File: src/rtl/can_tx_failsafe_pkg.sv
package can_tx_failsafe_pkg;
  typedef enum logic [1:0] {
    PH_SLEEP   = 2'd0,
    PH_STARTUP = 2'd1,
    PH_READY   = 2'd2
  } phase_e;
endpackage

File: src/rtl/fsf_mode_seq.sv
module fsf_mode_seq
  import can_tx_failsafe_pkg::*;
#(
  parameter int STARTUP_CYC = 16
) (
  input  logic clk,
  input  logic rst_n,
  input  logic run_req_i,
  output logic ready_o
);
  localparam int SW = (STARTUP_CYC > 1) ? $clog2(STARTUP_CYC) : 1;
  localparam logic [SW-1:0] LAST = SW'(STARTUP_CYC - 1);

  phase_e        phase_q;
  logic [SW-1:0] wait_q;

  always_ff @(posedge clk or negedge rst_n) begin
    if (!rst_n) begin
      phase_q <= PH_SLEEP;
      wait_q  <= '0;
    end else if (!run_req_i) begin
      phase_q <= PH_SLEEP;
      wait_q  <= '0;
    end else begin
      unique case (phase_q)
        PH_SLEEP: begin
          phase_q <= PH_STARTUP;
          wait_q  <= '0;
        end
        PH_STARTUP: begin
          if (wait_q == LAST) phase_q <= PH_READY;
          else                wait_q  <= wait_q + 1'b1;
        end
        default: phase_q <= PH_READY;
      endcase
    end
  end

  assign ready_o = (phase_q == PH_READY);
endmodule

File: src/rtl/fsf_dom_timer.sv
module fsf_dom_timer #(
  parameter int TIMEOUT_CYC = 1024
) (
  input  logic clk,
  input  logic rst_n,
  input  logic arm_i,
  input  logic txd_i,
  output logic tripped_o
);
  localparam int CW = $clog2(TIMEOUT_CYC + 1);
  localparam logic [CW-1:0] TRIP_AT = CW'(TIMEOUT_CYC - 1);
  localparam logic [CW-1:0] SAT     = CW'(TIMEOUT_CYC);

  logic [CW-1:0] run_q;
  logic          trip_q;

  always_ff @(posedge clk or negedge rst_n) begin
    if (!rst_n) begin
      run_q  <= '0;
      trip_q <= 1'b0;
    end else if (txd_i) begin
      run_q  <= '0;
      trip_q <= 1'b0;
    end else if (arm_i) begin
      if (run_q == TRIP_AT) trip_q <= 1'b1;
      if (run_q != SAT)     run_q  <= run_q + 1'b1;
    end else begin
      run_q <= '0;
    end
  end

  assign tripped_o = trip_q;
endmodule

File: src/rtl/can_tx_failsafe.sv
module can_tx_failsafe #(
  parameter int STARTUP_CYC = 16,
  parameter int TIMEOUT_CYC = 1024
) (
  input  logic clk,
  input  logic rst_n,
  input  logic run_req_i,
  input  logic txd_i,
  input  logic uv_io_i,
  input  logic uv_buf_i,
  output logic drv_en_o,
  output logic tx_dom_o,
  output logic link_ready_o
);
  logic ready;
  logic tripped;

  fsf_mode_seq #(.STARTUP_CYC(STARTUP_CYC)) u_seq (
    .clk       (clk),
    .rst_n     (rst_n),
    .run_req_i (run_req_i),
    .ready_o   (ready)
  );

  fsf_dom_timer #(.TIMEOUT_CYC(TIMEOUT_CYC)) u_tmr (
    .clk       (clk),
    .rst_n     (rst_n),
    .arm_i     (ready),
    .txd_i     (txd_i),
    .tripped_o (tripped)
  );

  assign drv_en_o     = ready & ~tripped;
  assign tx_dom_o     = drv_en_o & ~txd_i;
  assign link_ready_o = drv_en_o & ~uv_io_i & ~uv_buf_i;
endmodule

File: config.mk
export PLATFORM = sky130hd
export DESIGN_NAME = can_tx_failsafe
export DESIGN_NICKNAME = d
export VERILOG_FILES = /design/src/rtl/can_tx_failsafe_pkg.sv /design/src/rtl/fsf_mode_seq.sv /design/src/rtl/fsf_dom_timer.sv /design/src/rtl/can_tx_failsafe.sv
export SDC_FILE = /design/constraint.sdc
export NUM_CORES = 1
export LEC_CHECK = 0
export BUFFER_PORTS_ARGS = -buffer_cell sky130_fd_sc_hd__buf_2
export CAP_MARGIN = 20
export CORE_MARGIN = 1
export CORE_UTILIZATION = 57
export CTS_CLUSTER_DIAMETER = 150
export CTS_CLUSTER_SIZE = 14
export DETAILED_ROUTE_END_ITERATION = 16
export PLACE_DENSITY = 0.77
export SYNTH_ARGS = -nofsm -noshare
export SYNTH_HDL_FRONTEND = slang
export SYNTH_HIERARCHICAL = 1
export SYNTH_SLANG_ARGS = --single-unit
File: constraint.sdc
create_clock -name clk -period 2.6 [get_ports clk]
set_clock_uncertainty 0.2 [all_clocks]
set_input_delay 0.13 -clock clk [delete_from_list [all_inputs] [get_ports clk]]
set_output_delay 0.13 -clock clk [all_outputs]
set_load 0.03 [all_outputs]
# Yosys cells after proc, flatten, opt, wreduce, memory -nomap -nowiden
# Cells that the tools add are included.
[classes] add_sub_neg=2 n_eq_ne=9 muxes=12 n_bitwise=8 n_reduce_logical=5
[ops] operator="11-bit two-way mux" n=3
[ops] operator="11-bit by 1-bit adder with 11-bit output (second input constant)" n=1
[ops] operator="11-bit by 10-bit == test with 1-bit output (second input constant)" n=1
[ops] operator="11-bit != test (second input constant)" n=1
[ops] operator="4-bit two-way mux" n=2
[ops] operator="4-bit case mux with 2 select lines" n=1
[ops] operator="3-bit by 2-bit != test with 1-bit output (second input constant)" n=2
[ops] operator="4-bit by 1-bit adder with 4-bit output (second input constant)" n=1
[ops] operator="1-bit bitwise AND" n=4
[ops] operator="4-bit == test (second input constant)" n=1
[ops] operator="2-bit two-way mux" n=2
[ops] operator="1-bit NOT" n=4
[ops] operator="2-bit case mux with 2 select lines" n=1
[ops] operator="2-bit AND reduction" n=2
[ops] operator="2-bit nonzero test" n=2
[ops] operator="1-bit two-way mux" n=3
[ops] operator="3-bit by 1-bit != test with 1-bit output (second input constant)" n=1
[ops] operator="3-bit != test (second input constant)" n=1
[ops] operator="2-bit by 1-bit == test with 1-bit output (second input constant)" n=1
[ops] operator="2-bit == test (second input constant)" n=1
[ops] operator="2-bit zero test" n=1
[totals] reg_bits=18 out_inout_bits=3

# Depth between registers and ports, before layout
# Gate-level depths: netlist of the first run.
[depth] word_depth=4 ltp_mapped=5 mapped_depth_nobuf=5

# Modules after synthesis
# The synthesis of the first run kept the hierarchy.
[by_module_without_submodules] module="fsf_dom_timer" n_inst=1 cells_each=65 area_each_um2=653.1 seq_area_each_um2=300.3
[by_module_without_submodules] module="fsf_mode_seq" n_inst=1 cells_each=31 area_each_um2=321.6 seq_area_each_um2=150.1
[by_module_without_submodules] module="can_tx_failsafe" n_inst=1 cells_each=3 area_each_um2=31.3 seq_area_each_um2=0.0

# Worst setup path after synthesis of the first run
# OpenSTA, ideal clock, no wires.
[synth_timing] path_type="register to register" startpoint="reg u_seq.phase_q[1]" endpoint="reg u_tmr.trip_q, in the netlist u_tmr/tripped_o" setup_ns=0.083 arrival_ns=1.573 path_slack_ns=0.744 path_stages_with_launch=5 n_path_buf=0 period_less_slack_ns=1.856 path_cell_list="dfrtp_1 nor2b_1 or3b_2 or4_1 o21ai_0"
[synth_between] elab_chain_cells=3
[synth_rtl] item="from (decl)" line="fsf_mode_seq.sv:14" source="phase_e phase_q;"
[synth_rtl] item="from (signal assigned)" line="fsf_mode_seq.sv:19" source="phase_q <= PH_SLEEP;"
[synth_rtl] item="from (signal assigned)" line="fsf_mode_seq.sv:22" source="phase_q <= PH_SLEEP;"
[synth_rtl] item="from (signal assigned)" line="fsf_mode_seq.sv:27" source="phase_q <= PH_STARTUP;"
[synth_rtl] item="2-bit == test" line="fsf_mode_seq.sv:39" source="assign ready_o = (phase_q == PH_READY);"
[synth_rtl] item="net ready" line="can_tx_failsafe.sv:15" source="logic ready;"
[synth_rtl] item="2-bit nonzero test (no line)"
[synth_rtl] item="2-bit AND reduction (no line)"
[synth_rtl] item="to (signal assigned)" line="fsf_dom_timer.sv:20" source="trip_q <= 1'b0;"
[synth_rtl] item="to (signal assigned)" line="fsf_dom_timer.sv:23" source="trip_q <= 1'b0;"
[synth_rtl] item="to (signal assigned)" line="fsf_dom_timer.sv:25" source="if (run_q == TRIP_AT) trip_q <= 1'b1;"
[synth_rtl] item="to (decl)" line="fsf_dom_timer.sv:15" source="logic trip_q;"
# The timed path passes the listed nets, and every way through them passes these cells.
# A chain may end at the register's enable or synchronous reset.

# Final worst setup path of the first run
# Same ends and word-level chain as after synthesis.

==> metrics.md, run 1 <==
| Metric | Value |
|---|---|
| Cts repair resizes | 0 |
| Main synth FF type | dfrtp_1 |
| Crit-path slowest cell | dfrtp_1 |
| Largest area contributor in the netlist | dfrtp_1 |
| HPWL Detailed | about 1300 µm |
| All-Layer GR Usage | 0.229 |
| Antenna violations before repair | 0 |
| Nets | roughly 120 |
| Core area | 1580 µm² |
| Mux share of post-synthesis cell area | 0.0211 |
| Post-Syn Area | between 1000 and 1500 µm² |
| PD cells | 438 nW/µm² |
| Final wirelength | 1860 µm |
| Minimum clock period | around 2 ns |
| WL per Instance | about 15 µm |
| Die height | between 40 and 50 µm |
| Syn_area_per_cell | 10.2 µm² |
| Vias per cell | 6.24 |
| Static leakage | about 0.00048 µW |
| Post-synth EDFFs | 0 |
| Setup TNS | 0 ns |
| Fin crit share | 0.790 |
| Max-cap violations | 0 |
| Ant. Diodes | 0 |
| Crit Path Category | reg2reg |
| Worst EP required | 2.62 ns |
| Top cells by count, synth | 18 x dfrtp_1, 8 x nand3_1, 7 x a21oi_1, 7 x nor2b_1 |
| Fillcell total | roughly 130 |
| Max transition margin | 0.726 |
| Clock buffer count from CTS | 3 |
| Synth top area share | 0.448 |
| Initial core utilization | 0.638 |
| Area occupied by multi-input gates | a little over 500 µm² |
| CP Launch Type | flop |
| Critical path, cell by cell | nor2b_1 > or3b_2 > or4_1 > o21ai_0 |
| CTS Sinks | 18 |
| Tot Pwr | 481 µW |
| RD Place Congestion | between 0.8 and 0.9 |
| FF/Latch Area | between 400 and 500 µm² |
| Antenna Violating Nets Remaining | 0 |
| Reg2reg setup slack | around 0.55 ns |
| Vias | between 700 and 800 |
| Crit path setup slack, layout | about 0.55 ns |
| Cells after synthesis | 99 |
| Count leader, synth | dfrtp_1 |
| Max Root-Sink Buffers | 2 |
| Clock slew seen by the registers of the worst setup and hold paths | ~0.10 ns |
| Final setup viols | 0 |
| Remaining routing DRC violations | 0 |
| Slew Limit Fails | 0 |
| DRT iter0 DRCs | 18 |
| IO Count | 9 |
| Slowest stage delay, CP | ~0.49 ns |
| FF-to-FF End | u_tmr/tripped_o$_DFFE_PN0P_ |
| VDD IR max | approximately 310 µV |
| Synth Area in Adders | 0.0373 |
| Reg2Reg Depth | 4 |
| Status | complete, no violations |
| First-pass GRT wire length | between 3000 and 4000 µm |
| Syn Nets | 108 |
| Pre-CTS setup slack | 0.569 ns |
| DP Area | between 1000 and 1500 µm² |
| Largest cells by area after synthesis | dfrtp_1 45%, nor2b_1 4.4%, nand3_1 4.0%, ha_1 3.7%, a21oi_1 3.5% |
| Largest family of logic cells by synthesized area | simple AND/OR/NAND/NOR gates |
| Layout cells sized above 1 | 0.189 |
| Yosys cell types | 38 |
| Synth Area in Compound Gates | 0.123 |
| PortBufs | 8 |
| Row cnt | 14 |
| Die width | roughly 44 µm |
| Skew-Pair Late Insertion Delay | about 0.30 ns |
| Fmax | roughly 490 MHz |
| Grt ovf | 0 |
| Post-route cell area | between 1000 and 1500 µm² |
| Arrival time of the worst setup path | approximately 2.1 ns |
| CTS root buffer | clkbuf_4 |
| Bufs and invs on worst path | 0 |
| Hold Path Class | in2async |
| Share of synthesized flip-flops with an asynchronous set or reset | 1.00 |
| Hold Vio Cnt, Final | 0 |
| Sequential area share after synthesis | 0.448 |
| Area Overhead vs Synth | 8.96% |
| Critical Path End Type | flop |
| H-tree Lvls | 1 |
| Clock tree from TritonCTS | yes |
| #FFs+latches synth | 18 |
| RR Startpoint | u_seq/phase_q[1]$_DFFE_PN0P_ |
| Pin count of the biggest net entering global routing | 19 |
| Post-synthesis xor/xnor area fraction | 0.0174 |
| Worst-path fanout max | 8 |
| Worst hold slack | between 0.09 and 0.1 ns |
| Drt pass-1 iters | 4 |
| Vias in the first global route | 771 |
| Post-CTS Setup Bufs | 0 |
| Worst-Margin Slew | 0.411 ns |
| # hold bufs at CTS | 3 |
| RSZ-0062 raised after global routing | false |
| Simple-gate share of the synthesized area | 0.302 |
| Delay-heaviest family, CP | simple AND/OR/NAND/NOR gates |
| Synth warnings | 6 |
| Die ar. | 1940 µm² |
-- cells by family (layout without fill, tap and decap cells) --
group           count (synthesis)  count (layout)
compound gates                 20              20
xor+xnor                        2               2
fa+ha+maj                       3               3
buf+inv                         7              19
flops                          18              18
mux                             2               2
simple gates                   47              47
-- per-stage QoR --
stage                      util  cells
after global routing      0.695    127
after detailed placement  0.653    120
after CTS                 0.695    127
final                     0.695    127
after global placement    0.653    120
after floorplan               -     99
-- state kept, by name, summed over array words and instances (netlist names) --
name / count
u_seq/phase_q: 2
u_seq/wait_q: 4
u_tmr/run_q: 11
u_tmr/tripped_o: 1
-- layout by cell type, fill, tap and decap left out, types with 2 or more instances in the layout --
master         Yosys  routed
a21oi_1            7       7
and2_1             2       2
or3_2              2       2
nor2b_1            7       7
nor3b_1            2       2
clkbuf_4           0       3
dfrtp_1           18      18
nand3b_1           2       2
ha_1               3       3
inv_1              4       4
nand4_1            2       2
dlygate4sd3_1      0       3
or4_1              2       2
o21ai_0            6       6
buf_2              0       8
nand3_1            8       8
or3_1              2       2
nor2_1             4       4
nand2_1            6       6
-- metal layers --
| metal | share of wire | vias up | global-route usage |
|---|---|---|---|
| li1 | - | 385 | - |
| met1 | 0.45 | 387 | 0.286 |
| met2 | 0.50 | 18 | 0.382 |
| met3 | 0.036 | 3 | 0.0408 |
| met4 | 0.011 | 0 | 0.109 |
| met5 | 0 | - | 0 |
-- cell type report --
| cell class | instances | share of cell area |
|---|---|---|
| inverter | 4 | 0.0137 |
| clock buffer | 4 | 0.0331 |
| multi-input combinational | 74 | 0.460 |
| sequential | 18 | 0.411 |
| timing repair buffer | 11 | 0.0639 |
| tap | 16 | 0.0183 |
-- how the worst max path moves through the flow --
stage / start / endpoint / slack, ns / cells past startpoint
2_1_floorplan: u_seq/phase_q[1]$_DFFE_PN0P_ / u_tmr/tripped_o$_DFFE_PN0P_ / 0.74 / 4
3_3_place_gp: u_seq/phase_q[1]$_DFFE_PN0P_ / u_tmr/tripped_o$_DFFE_PN0P_ / 0.66 / 4
3_5_place_dp: u_seq/phase_q[1]$_DFFE_PN0P_ / u_tmr/tripped_o$_DFFE_PN0P_ / 0.57 / 4
4_1_cts: u_seq/phase_q[1]$_DFFE_PN0P_ / u_tmr/tripped_o$_DFFE_PN0P_ / 0.53 / 4
5_1_grt: u_seq/phase_q[1]$_DFFE_PN0P_ / u_tmr/tripped_o$_DFFE_PN0P_ / 0.44 / 4
6_report: u_seq/phase_q[1]$_DFFE_PN0P_ / u_tmr/tripped_o$_DFFE_PN0P_ / 0.55 / 4
-- where the power goes --
| group | internal [µW] | total (µW) | switching [µW] |
|---|---|---|---|
| Combinational | 9.56 | 21.4 | 11.9 |
| Sequential | 282 | 285 | 2.71 |
| Clock | 85.4 | 174 | 88.9 |
| Total | 377 | 481 | 104 |
Power figures use the tool's default switching activity.
==> run 2, diff against run 1 <==
==> constraint.sdc (replaced) <==
create_clock -name clk -period 2.1 [get_ports clk]
set_clock_uncertainty 0.2 [all_clocks]
set_input_delay 0.105 -clock clk [delete_from_list [all_inputs] [get_ports clk]]
set_output_delay 0.105 -clock clk [all_outputs]
set_load 0.03 [all_outputs]
==> metrics.md, run 2 (synthesis gave the netlist of run 1 again) <==
| Metric | Value |
|---|---|
| Status | complete, no violations |
| Static leakage | 0.000492 µW |
| Crit-path slowest cell | dfrtp_1 |
| Fillcell total | roughly 120 |
| Critical path, cell by cell | nor2b_1 > or3b_2 > or4_1 > o21ai_0 |
| Non-Filler Instances | 129 |
| Pin count of the biggest net entering global routing | 19 |
| FF-to-FF End | u_tmr/tripped_o$_DFFE_PN0P_ |
| Die height | 44.0 µm |
| Inst Count DP | roughly 120 |
| Slowest stage delay, CP | 0.48 ns |
| Fin crit share | 0.925 |
| Initial core utilization | 0.638 |
| CTS root buffer | clkbuf_4 |
| DP Area | around 1000 µm² |
| PD cells | roughly 530 nW/µm² |
| Hold Vio Cnt, Final | 0 |
| Hold Path Class | in2async |
| Reg2Reg Depth | 4 |
| WL per Instance | about 15 µm |
| VDD IR max | 393 µV |
| IO Count | 9 |
| Max reg flops | 11 |
| Die ar. | 1940 µm² |
| Slew Limit Fails | 0 |
| DRT iter0 DRCs | 28 |
| CTS Sinks | 18 |
| RD Place Congestion | between 0.8 and 0.9 |
| Clock tree from TritonCTS | yes |
| RR Startpoint | u_seq/phase_q[1]$_DFFE_PN0P_ |
| Max transition margin | 0.738 |
| Vias | a little under 800 |
| Biggest regs | u_tmr/run_q: 11 flops, u_seq/wait_q: 4 flops, u_seq/phase_q: 2 flops |
| Die width | between 40 and 50 µm |
| Layout cells sized above 1 | 0.204 |
| Max-cap violations | 0 |
| Core area | about 1600 µm² |
| Worst-path fanout max | 8 |
| H-tree Lvls | 1 |
| Row cnt | 14 |
| Antenna Violating Nets Remaining | 0 |
| CP Launch Type | flop |
| Worst hold slack | approximately 0.063 ns |
| Post-route cell area | approximately 1100 µm² |
| All-Layer GR Usage | 0.229 |
| Crit Path Category | reg2reg |
| Reg with most FFs | u_tmr/run_q |
| Reg2reg setup slack | between 0.15 and 0.2 ns |
| Arrival time of the worst setup path | slightly below 2 ns |
| RSZ-0062 raised after global routing | false |
| Remaining routing DRC violations | 0 |
| Skew-Pair Late Insertion Delay | between 0.2 and 0.3 ns |
| Grt ovf | 0 |
| Fmax | a little over 500 MHz |
| PortBufs | 8 |
| Minimum clock period | 1.94 ns |
| Tot Pwr | roughly 600 µW |
| Worst-Margin Slew | roughly 0.39 ns |
| Final setup viols | 0 |
| Ant. Diodes | 0 |
| Antenna violations before repair | 0 |
| Setup TNS | 0 ns |
| Vias in the first global route | about 770 |
| Max Root-Sink Buffers | 2 |
| Critical Path End Type | flop |
| HPWL Detailed | 1350 µm |
| Nets | 123 |
| First-pass GRT wire length | 3300 µm |
| Final wirelength | about 1900 µm |
| Drt pass-1 iters | 4 |
| Clock buffer count from CTS | 3 |
| Clock slew seen by the registers of the worst setup and hold paths | ~0.10 ns |
| Vias per cell | slightly above 6 |
| Worst EP required | 2.10 ns |
| Area Overhead vs Synth | 10.4% |
| Most frequent cells in the layout | 18 x dfrtp_1, 8 x buf_2, 8 x nand3_1 |
| Commonest non-fill, non-tap cell in the layout | dfrtp_1 |
## run 2: changes by cell type in the layout (fill, tap and decap cells not counted), sizes merged
cell,change
buf,+2
## run 2: what timing repair did
item | CTS | global route
setup buffers | 0 | 0
endpoints found under the hold margin | 25 | 0
resized for setup | 0 | 0
hold buffers | 3 | 0
## run 2: critical path: cells and delay by family, from the launching register on
family,cells,cell delay [ns]
compound gates,1,0.12
flops,1,0.48
simple gates,3,1.06
## run 2: cell type report
type,count,area (µm²),share of cell area
well taps,16,20.0,0.0180
multi-input cells,74,504,0.454
repair buffers,13,85.1,0.0766
clock buffers,4,36.3,0.0327
inverters,4,15.0,0.0135
flip-flops and latches,18,450,0.405
## run 2: worst max path at each step
stage                                  from                     endpoint  slack [ns]  depth (start not counted)
2_1_floorplan  u_seq/phase_q[1]$_DFFE_PN0P_  u_tmr/tripped_o$_DFFE_PN0P_        0.24                          4
3_3_place_gp   u_seq/phase_q[1]$_DFFE_PN0P_  u_tmr/tripped_o$_DFFE_PN0P_        0.26                          4
3_5_place_dp   u_seq/phase_q[1]$_DFFE_PN0P_  u_tmr/tripped_o$_DFFE_PN0P_        0.21                          4
4_1_cts        u_seq/phase_q[1]$_DFFE_PN0P_  u_tmr/tripped_o$_DFFE_PN0P_        0.17                          4
5_1_grt        u_seq/phase_q[1]$_DFFE_PN0P_  u_tmr/tripped_o$_DFFE_PN0P_        0.06                          4
6_report       u_seq/phase_q[1]$_DFFE_PN0P_  u_tmr/tripped_o$_DFFE_PN0P_        0.16                          4
## run 2: power by group
| part | internal (µW) | switching [µW] | leakage (µW) |
|---|---|---|---|
| Clock | 105 | 106 | 0.0000210 |
| Sequential | 349 | 3.32 | 0.000248 |
| Combinational | 11.7 | 14.7 | 0.000223 |
## run 2: metal layers
layer  up-vias  wire [µm]  GRT usage  part of all wire
met2        22        913      0.385              0.48
li1        391          -          -                 -
met4         0          7     0.0364            0.0037
met5         -          0          0                 0
met3         2         82     0.0367             0.044
met1       381        881      0.321              0.47
## run 2: per-stage QoR
step / setup slack, ns / util
2_1_floorplan: 0.244 / -
3_3_place_gp: 0.262 / 0.663
3_5_place_dp: 0.212 / 0.663
4_1_cts: 0.172 / 0.705
5_1_grt: 0.0588 / 0.705
6_report: 0.158 / 0.705
==> run 3, diff against run 2 <==
--- a/config.mk
+++ b/config.mk
@@ -7,6 +7,7 @@
 export LEC_CHECK = 0
 export BUFFER_PORTS_ARGS = -buffer_cell sky130_fd_sc_hd__buf_2
 export CAP_MARGIN = 20
+export CORE_ASPECT_RATIO = 1.25
 export CORE_MARGIN = 1
 export CORE_UTILIZATION = 57
 export CTS_CLUSTER_DIAMETER = 150
==> constraint.sdc (replaced) <==
create_clock -name clk -period 2.1 [get_ports clk]
set_clock_uncertainty 0.2 [all_clocks]
set_input_delay 0.21 -clock clk [delete_from_list [all_inputs] [get_ports clk]]
set_output_delay 0.21 -clock clk [all_outputs]
set_load 0.03 [all_outputs]
==> metrics.md, run 3 (synthesis gave the netlist of run 1 again) <==
| Metric | Value |
|---|---|
| Status | complete, no violations |
| H-tree Lvls | 1 |
| Met3 Use GR | 0.0320 |
| Reg with most FFs | u_tmr/run_q |
| Critical Path End Type | flop |
| Crit-path slowest cell | dfrtp_1 |
| Remaining routing DRC violations | 0 |
| DRT iter0 DRCs | 16 |
| Minimum clock period | between 1.5 and 2 ns |
| Final setup viols | 0 |
| Pre-CTS setup slack | about 0.19 ns |
| All-Layer GR Usage | 0.246 |
| Setup TNS | 0 ns |
| PD cells | ~540 nW/µm² |
| Pin count of the biggest net entering global routing | 19 |
| Max Root-Sink Buffers | 2 |
| Antenna violations before repair | 0 |
| Final wirelength | roughly 2000 µm |
| WL per Instance | between 15 and 20 µm |
| FF/Latch Area | about 450 µm² |
| Fmax | between 500 and 600 MHz |
| Die ar. | between 1500 and 2000 µm² |
| Ant. Diodes | 0 |
| Slew Limit Fails | 0 |
| Static leakage | around 0.00049 µW |
| Worst EP required | 2.11 ns |
| First-pass GRT wire length | approximately 3300 µm |
| Worst-path fanout max | 8 |
| Area Overhead vs Synth | 9.70% |
| RSZ-0062 raised after global routing | false |
| Biggest regs | u_tmr/run_q: 11 flops, u_seq/wait_q: 4 flops, u_seq/phase_q: 2 flops |
| Hold Path Class | in2reg |
| Crit path setup slack, layout | around 0.19 ns |
| Die width | 39.6 µm |
| Drt pass-1 iters | 4 |
| Gr busiest metal | met2 |
| CTS root buffer | clkbuf_4 |
| Critical path, cell by cell | nor2b_1 > or3b_2 > or4_1 > o21ai_0 |
| IO Count | 9 |
| Row cnt | 16 |
| Max reg flops | 11 |
| CP Launch Type | flop |
| Worst-Margin Slew | 0.413 ns |
| Vias in the first global route | slightly above 800 |
| Commonest non-fill, non-tap cell in the layout | dfrtp_1 |
| Arrival time of the worst setup path | around 1.9 ns |
| Area occupied by multi-input gates | 504 µm² |
| Die height | slightly below 50 µm |
| Slowest stage delay, CP | about 0.47 ns |
| CTS Sinks | 18 |
| Clock tree from TritonCTS | yes |
| Fin crit share | 0.909 |
| HPWL Detailed | 1490 µm |
| Nets | 122 |
| VDD IR max | between 400 and 500 µV |
| Worst hold slack | approximately 0.021 ns |
| Core area | around 1600 µm² |
| Grt met2 use | 0.434 |
| Crit Path Category | reg2reg |
| Clock slew seen by the registers of the worst setup and hold paths | 0.10 ns |
| Hold Vio Cnt, Final | 0 |
| Initial core utilization | 0.628 |
| Antenna Violating Nets Remaining | 0 |
| Skew-Pair Late Insertion Delay | around 0.29 ns |
| PortBufs | 8 |
| Vias per cell | 6.15 |
| RD Place Congestion | approximately 0.76 |
| Vias | 800 |
| Max-cap violations | 0 |
| Most frequent cells in the layout | 18 x dfrtp_1, 8 x buf_2, 8 x nand3_1 |
| Grt ovf | 0 |
| Met1 GRT Util | 0.256 |
| Cts repair resizes | 0 |
| Clock buffer count from CTS | 3 |
| Max transition margin | 0.725 |
| Fillcell total | around 130 |
| Layout cells sized above 1 | 0.205 |
## run 3: changes by cell type in the layout (fill, tap and decap cells not counted), sizes merged
| cell | before | now |
|---|---|---|
| dlygate4sd3 | 3 | 2 |
## run 3: critical path, delay by kind of cell, from the launching register on
kind	cells	cell delay (ns)
AOI/OAI and AO/OA	1	0.11
DFF	1	0.47
and+or+nand+nor	3	1.05
## run 3: final cells by class
cell class / instances / share of cell area
multi-input combinational: 74 / 0.457
clock buffer: 4 / 0.0329
timing repair buffer: 12 / 0.0680
sequential: 18 / 0.408
inverter: 4 / 0.0136
tap: 18 / 0.0204
## run 3: per-layer routing
metal,wire length [µm],share of wire
met2,1170,0.58
met5,0,0
met1,755,0.37
met4,44,0.022
met3,51,0.025
## run 3: worst paths after layout
check                           slack, ns                          from                     endpoint  cells past startpoint
min in group asynchronous            0.17                         rst_n  u_seq/wait_q[3]$_DFFE_PN0P_                      2
worst min-delay path                 0.02                     run_req_i  u_seq/wait_q[2]$_DFFE_PN0P_                      3
worst min register to register       0.38   u_tmr/run_q[10]$_DFFE_PN0P_  u_tmr/run_q[10]$_DFFE_PN0P_                      2
worst max register to register       0.19  u_seq/phase_q[1]$_DFFE_PN0P_  u_tmr/tripped_o$_DFFE_PN0P_                      4
max in group asynchronous            1.25                         rst_n   u_tmr/run_q[1]$_DFFE_PN0P_                      2
worst max-delay path                 0.19  u_seq/phase_q[1]$_DFFE_PN0P_  u_tmr/tripped_o$_DFFE_PN0P_                      4
## run 3: metrics by stage
stage          instances  cell area, µm²  total power, µW   util
2_1_floorplan         99            1010              371      -
3_3_place_gp         124            1050              381  0.654
3_5_place_dp         124            1050              382  0.654
4_1_cts              130            1100              598  0.689
5_1_grt              130            1100              613  0.689
6_report             130            1100              591  0.689
## run 3: where the power goes
| part | total (µW) | switching (µW) | internal, µW |
|---|---|---|---|
| sequential | 353 | 3.34 | 349 |
| clock | 214 | 108 | 106 |
| combinational | 24.9 | 14.4 | 10.5 |
## run 3: timing repair
item | in CTS | in global routing
hold endpoints to repair | 19 | 0
hold buffers | 2 | 0
buffers inserted | 0 | 0
